$ cat src/rtl/spife_pkg.sv
package spife_pkg;
  typedef enum logic [1:0] {
    MODE_TXRX   = 2'd0,
    MODE_TXONLY = 2'd1,
    MODE_RXONLY = 2'd2,
    MODE_RSVD   = 2'd3
  } xfer_mode_e;

  localparam int unsigned CTRL_W    = 10;
  localparam int unsigned CPHA_BIT  = 6;
  localparam int unsigned CPOL_BIT  = 7;
  localparam int unsigned MODE_LSB  = 8;
endpackage

$ cat src/rtl/spife_tick.sv
module spife_tick #(
  parameter int unsigned HW = 15
) (
  input  logic          clk_i,
  input  logic          rst_ni,
  input  logic          run_i,
  input  logic [HW-1:0] half_i,
  output logic          tick_o
);
  logic [HW-1:0] cnt_q;
  logic          at_end;

  assign at_end = (cnt_q == (half_i - HW'(1)));
  assign tick_o = run_i && (half_i != '0) && at_end;

  always_ff @(posedge clk_i or negedge rst_ni) begin
    if (!rst_ni)                cnt_q <= '0;
    else if (!run_i || tick_o)  cnt_q <= '0;
    else                        cnt_q <= cnt_q + HW'(1);
  end
endmodule

$ cat src/rtl/spife_shift.sv
module spife_shift #(
  parameter int unsigned FW   = 16,
  localparam int unsigned SZW = $clog2(FW)
) (
  input  logic           clk_i,
  input  logic           rst_ni,
  input  logic           load_i,
  input  logic [FW-1:0]  data_i,
  input  logic           cpha_i,
  input  logic [SZW-1:0] size_i,
  input  logic           lead_i,
  input  logic           trail_i,
  input  logic           miso_i,
  output logic           mosi_o,
  output logic [FW-1:0]  rx_word_o
);
  logic [FW-1:0] txs_q, rxs_q;
  logic          mosi_q;
  logic          sample, drive;

  // phase 0: sample leading, drive trailing; phase 1: the reverse
  assign sample = cpha_i ? trail_i : lead_i;
  assign drive  = cpha_i ? lead_i  : trail_i;

  always_ff @(posedge clk_i or negedge rst_ni) begin
    if (!rst_ni) begin
      txs_q  <= '0;
      mosi_q <= 1'b0;
    end else if (load_i) begin
      // phase 1 keeps the previous bit on the wire until the first leading edge
      txs_q  <= cpha_i ? data_i : (data_i << 1);
      mosi_q <= cpha_i ? mosi_q : data_i[size_i];
    end else if (drive) begin
      txs_q  <= txs_q << 1;
      mosi_q <= txs_q[size_i];
    end
  end

  always_ff @(posedge clk_i or negedge rst_ni) begin
    if (!rst_ni)      rxs_q <= '0;
    else if (load_i)  rxs_q <= '0;
    else if (sample)  rxs_q <= {rxs_q[FW-2:0], miso_i};
  end

  assign mosi_o    = mosi_q;
  assign rx_word_o = sample ? {rxs_q[FW-2:0], miso_i} : rxs_q;
endmodule

$ cat src/rtl/spi_frame_engine.sv
module spi_frame_engine
  import spife_pkg::*;
#(
  parameter int unsigned FW    = 16,
  parameter int unsigned DIV_W = 16,
  parameter int unsigned NSS   = 4,
  parameter int unsigned CNT_W = 16,
  localparam int unsigned SZW  = $clog2(FW)
) (
  input  logic              clk_i,
  input  logic              rst_ni,
  input  logic [CTRL_W-1:0] ctrl_i,
  input  logic [DIV_W-1:0]  div_i,
  input  logic [NSS-1:0]    ss_sel_i,
  input  logic [CNT_W-1:0]  rx_frames_i,
  input  logic              rx_go_i,
  input  logic              tx_empty_i,
  input  logic [FW-1:0]     tx_data_i,
  output logic              tx_pop_o,
  output logic              rx_push_o,
  output logic [FW-1:0]     rx_data_o,
  output logic              sclk_o,
  output logic              mosi_o,
  input  logic              miso_i,
  output logic [NSS-1:0]    ss_no,
  output logic              busy_o
);
  xfer_mode_e       mode;
  logic             cpha, cpol;
  logic [SZW-1:0]   size;
  logic [DIV_W-2:0] half;
  logic             tx_mode, ro_mode, pending, have_next;
  logic             active_q, ph_q, rx_push_q;
  logic [SZW:0]     edge_q;
  logic [CNT_W-1:0] ro_left_q;
  logic [FW-1:0]    rx_data_q, rx_word;
  logic             tick, last, start, lead, trail;
  logic             unused_cfg;

  assign mode       = xfer_mode_e'(ctrl_i[MODE_LSB +: 2]);
  assign cpha       = ctrl_i[CPHA_BIT];
  assign cpol       = ctrl_i[CPOL_BIT];
  assign size       = ctrl_i[SZW-1:0];
  assign half       = div_i[DIV_W-1:1];
  assign unused_cfg = ^{ctrl_i[CPHA_BIT-1:SZW], div_i[0]};

  assign tx_mode   = (mode == MODE_TXRX) || (mode == MODE_TXONLY);
  assign ro_mode   = (mode == MODE_RXONLY);
  assign pending   = (tx_mode && !tx_empty_i) || (ro_mode && ro_left_q != '0);
  assign have_next = pending && (half != '0);

  spife_tick #(.HW(DIV_W-1)) i_tick (
    .clk_i  (clk_i),
    .rst_ni (rst_ni),
    .run_i  (active_q),
    .half_i (half),
    .tick_o (tick)
  );

  assign last  = tick && (edge_q == {size, 1'b1});
  assign start = have_next && (!active_q || last);
  assign lead  = tick && !edge_q[0];
  assign trail = tick &&  edge_q[0];

  spife_shift #(.FW(FW)) i_shift (
    .clk_i     (clk_i),
    .rst_ni    (rst_ni),
    .load_i    (start),
    .data_i    (tx_mode ? tx_data_i : '0),
    .cpha_i    (cpha),
    .size_i    (size),
    .lead_i    (lead),
    .trail_i   (trail),
    .miso_i    (miso_i),
    .mosi_o    (mosi_o),
    .rx_word_o (rx_word)
  );

  always_ff @(posedge clk_i or negedge rst_ni) begin
    if (!rst_ni) begin
      active_q <= 1'b0;
      edge_q   <= '0;
      ph_q     <= 1'b0;
    end else begin
      if (tick) ph_q <= ~ph_q;
      if (start) begin
        active_q <= 1'b1;
        edge_q   <= '0;
      end else if (last) begin
        active_q <= 1'b0;
        edge_q   <= '0;
      end else if (tick) begin
        edge_q   <= edge_q + 1'b1;
      end
    end
  end

  always_ff @(posedge clk_i or negedge rst_ni) begin
    if (!rst_ni)                                   ro_left_q <= '0;
    else if (start && ro_mode)                     ro_left_q <= ro_left_q - 1'b1;
    else if (rx_go_i && ro_mode && ro_left_q == '0) ro_left_q <= rx_frames_i;
  end

  always_ff @(posedge clk_i or negedge rst_ni) begin
    if (!rst_ni) begin
      rx_push_q <= 1'b0;
      rx_data_q <= '0;
    end else begin
      rx_push_q <= last && (mode != MODE_TXONLY);
      if (last) rx_data_q <= rx_word;
    end
  end

  for (genvar g = 0; g < NSS; g++) begin : g_ss
    assign ss_no[g] = ~(active_q && ss_sel_i[g]);
  end

  assign tx_pop_o  = start && tx_mode;
  assign rx_push_o = rx_push_q;
  assign rx_data_o = rx_data_q;
  assign sclk_o    = cpol ^ ph_q;
  assign busy_o    = active_q || pending;
endmodule

$ cat config.mk
export PLATFORM = sky130hd
export DESIGN_NAME = spi_frame_engine
export DESIGN_NICKNAME = d
export VERILOG_FILES = /design/src/rtl/spife_pkg.sv /design/src/rtl/spife_tick.sv /design/src/rtl/spife_shift.sv /design/src/rtl/spi_frame_engine.sv
export SDC_FILE = /design/constraint.sdc
export NUM_CORES = 1
export LEC_CHECK = 0
export CORE_MARGIN = 2
export CORE_UTILIZATION = 45
export DETAILED_ROUTE_END_ITERATION = 10
export GPL_TIMING_DRIVEN = 0
export PLACE_DENSITY = 0.65
export RECOVER_POWER = 50
export SYNTH_ARGS = -nofsm -noshare
export SYNTH_HDL_FRONTEND = slang
export SYNTH_SLANG_ARGS = --single-unit
$ cat constraint.sdc
create_clock -name clk_i -period 4.78 [get_ports clk_i]
set_clock_uncertainty 0.15 [all_clocks]
set_input_delay 0.478 -clock clk_i [delete_from_list [all_inputs] [get_ports clk_i]]
set_output_delay 0.478 -clock clk_i [all_outputs]
set_load 0.05 [all_outputs]
==> results.tsv <==
metric	value	unit
worstSkewPairLatency	340	ps
whs_endpoint	rx_data_o[12]	
grtUsageMet3	3.67	%
fin_tns_setup	0	ps
post_drt_wl_per_cell	16.3	microns
globalplace.congestion	0.822	
hold_depth	2	
boundaryPins	92	
ctsHoldBuffers	0	
fin_cells	794	
syn_nets	616	
syn_to_final_growth	24.6	%
fin_hold_ws	331	ps
use_met1	28.2	%
ctsLongestPathBuffers	2	
path_delay_family	buffers and inverters	
hp-start	rx_data_o[12]	
grt-busiest-layer	met2	
start_util	45.7	%
violations	capacitance limit, slew limit	
yosysWarnings	0	
grt_pass1_vias	4443	
synth.distinct_cells	60	
rows	40	
cts_tree	built	
routed_via_density	5.57	
cp_cell_sequence	clkdlybuf4s50_1 -> inv_1 -> ha_1 -> nor2b_1 -> or3_1 -> a31oi_1 -> and4_1 -> nand3_4 -> o41ai_4 -> buf_2 -> and2_1 -> clkdlybuf4s15_2	
diodes	0	
setup.worst_path.end_class	output port	
p_sw	713	uW
clockRootBuffer	clkbuf_16	
fmax	217	MHz
clk_pin_slew	60	ps
criticalPathCategory	in2out	
overflow	0	
core_area	11900	sq um
worstPathArrival	3970	ps
hold_viol_final	0	
crit_path_start_kind	primary input	
syn_area_per_cell	9.95	sq um
power.density	329	nW/um^2
r2r-end	i_shift.mosi_o	
wirelength	12900	microns
p_leak	0.00281	uW
crit_fanout	10	
first_pass_iters	4	
vias	4420	
dp_cells	773	
synth_edf_count	0	
ir_drop	0.148	mV
hold_path.class	reg2reg	
ys_seq_elements	88	
setup_viol	0	
ys.flop_type	dfrtp_1	
r2r_setup_slack	1540	ps
intPower	1500	uW
numClockSinks	88	
cp_slowest_cell	clkdlybuf4s50_1	
final_common_cell	dfrtp_1	
cp.required	4150	ps
drv_slew	91	
cap_violations	2	
antenna_found_initial	0	
drt_first_iter_violations	264	
ant_nets	0	
synthCells	544	
dieHeight	114	microns
globalRouteTotalUtil	21.0	%
post-dp-hpwl	9560	microns
nFillCells	1059	
numPortBuffers	81	
slew_headroom	-75.8	%
p_sw_share	32.2	%
p_seq_share	44.3	%
status	finished, violations left	
grt_pass1_wl	21700	microns
critPathMaxStageDelay	640	ps
htree_levels	3	
synth-seq-area-share	40.7	%
r2r_start	ro_left_q[0]	
tightest_slew	2640	ps
layout-drive-gt1-share	14.5	%
grt_use_met2	34.9	%
path_buf_inv	4	
post-route-period-util	96.3	%
p_clk_share	30.3	%
numCtsBuffers	9	
dieArea	12900	sq um
nets	714	
die_w	114	microns
grt_start_max_net_pins	51	
reg2reg_depth	11	
route.detailed.drc	0	
synthArstFlopShare	100	%
final_cell_mix	88 x dfrtp_1, 67 x clkdlybuf4s50_1, 58 x nor2_1	
fin_crit	4600	ps
netlist_area	5420	sq um
pwr-share-comb	25.4	%
## cells in the mapped netlist, types with 3 or more instances
library cell	n	share of area (%)
dfrtp_1	88	41
nor2_1	58	4.0
mux2i_1	41	7.6
nand3_1	40	3.7
o21ai_0	36	3.3
nand2_1	32	2.2
xnor2_1	24	3.9
mux2_2	21	4.4
clkbuf_1	17	1.2
xor2_1	16	2.6
inv_1	14	0.97
nor3_1	13	1.2
nand4_1	12	1.4
o221a_2	11	2.3
mux4_2	10	4.2
buf_2	8	0.74
a21oi_1	7	0.65
a31oi_1	7	0.81
and2_1	6	0.69
ha_1	5	1.2
or4_1	5	0.69
and3_1	4	0.46
buf_4	4	0.55
buf_6	4	0.83
nor2b_1	4	0.46
nor3b_1	4	0.55
o21ai_1	4	0.37
or3_1	4	0.46
and4_1	3	0.49
nand2b_1	3	0.35
nand4b_1	3	0.49
nor4_1	3	0.35
or2_2	3	0.35
## worst register-to-register path, stage by stage (launching register included)
cell	delay, ps
dfrtp_1	390
inv_1	70
ha_1	210
nor3b_1	320
nand4b_1	340
o211ai_1	480
nor2_1	200
inv_1	140
o41ai_4	110
buf_4	170
mux2_2	260
a211o_1	280
## worst max-delay path by stage
stage	slack, ps	cells after the start	from	endpoint
CTS	80	12	div_i[1]	tx_pop_o
finish	180	12	div_i[1]	tx_pop_o
detailed placement	-500	12	div_i[1]	tx_pop_o
floorplan	1140	9	div_i[3]	tx_pop_o
global placement	-390	12	div_i[1]	tx_pop_o
global route	-2	12	div_i[1]	tx_pop_o
## flip-flops by register name (all words and copies together), names as in the netlist
name and cells:
i_tick.cnt_q 15, rx_data_o 16, i_shift.txs_q 16, ph_q 1
i_shift.mosi_o 1, i_shift.rxs_q 16, rx_push_o 1, ro_left_q 16
edge_q 5, active_q 1
## area by class of cell
class	instances	area [sq um]	share of cell area (%)
clock inverter	6	53.8	0.797
multi-input combinational	409	2990	44.4
timing repair buffer	86	848	12.6
sequential	88	2200	32.6
inverter	15	56.3	0.835
buffer	33	179	2.65
tap	147	184	2.73
clock buffer	10	229	3.39
## routing by layer
| layer | up-vias | part of all wire (%) |
|---|---|---|
| met5 | - | 0 |
| met4 | 0 | 1.6 |
| met3 | 13 | 3.9 |
| met2 | 83 | 49 |
| li1 | 2186 | - |
| met1 | 2138 | 45 |
## kinds of logic (layout without fill, tap and decap cells)
logic type      after synthesis  count (layout)  synth area share (%)
buf+inv                      48             150                  4.34
fa+ha+maj                     5               5                  1.16
simple gates                209             210                  20.5
flops                        88              88                  40.7
compound gates               81              81                  10.5
xor+xnor                     40              40                  6.47
mux                          73              73                  16.4
## repair_timing
action | CTS | global route
hold endpoints to repair | 0 | 0
resized for setup | 4 | 0
endpoints found under the setup margin | 1 | 1
setup buffers | 0 | 4
cloned | 0 | 1
pin swaps | 0 | 1
## per-stage QoR
stage	utilization (%)	area [sq um]	setup WS (ps)	power (uW)
final	56.9	6750	177	2220
after global routing	56.9	6750	-2.05	2350
after CTS	56.6	6720	79.8	2230
after detailed placement	54.2	6430	-496	1560
after global placement	54.0	6410	-389	1530
after floorplan	-	5420	1140	1370
## power by group through the flow
stage	clock [uW]	sequential [uW]	combinational (uW)
floorplan	0	961	407
global placement	0	988	544
detailed placement	0	992	564
CTS	687	979	567
global route	715	1000	630
finish	672	982	563
Note: power is estimated with default switching activity, not from simulation.
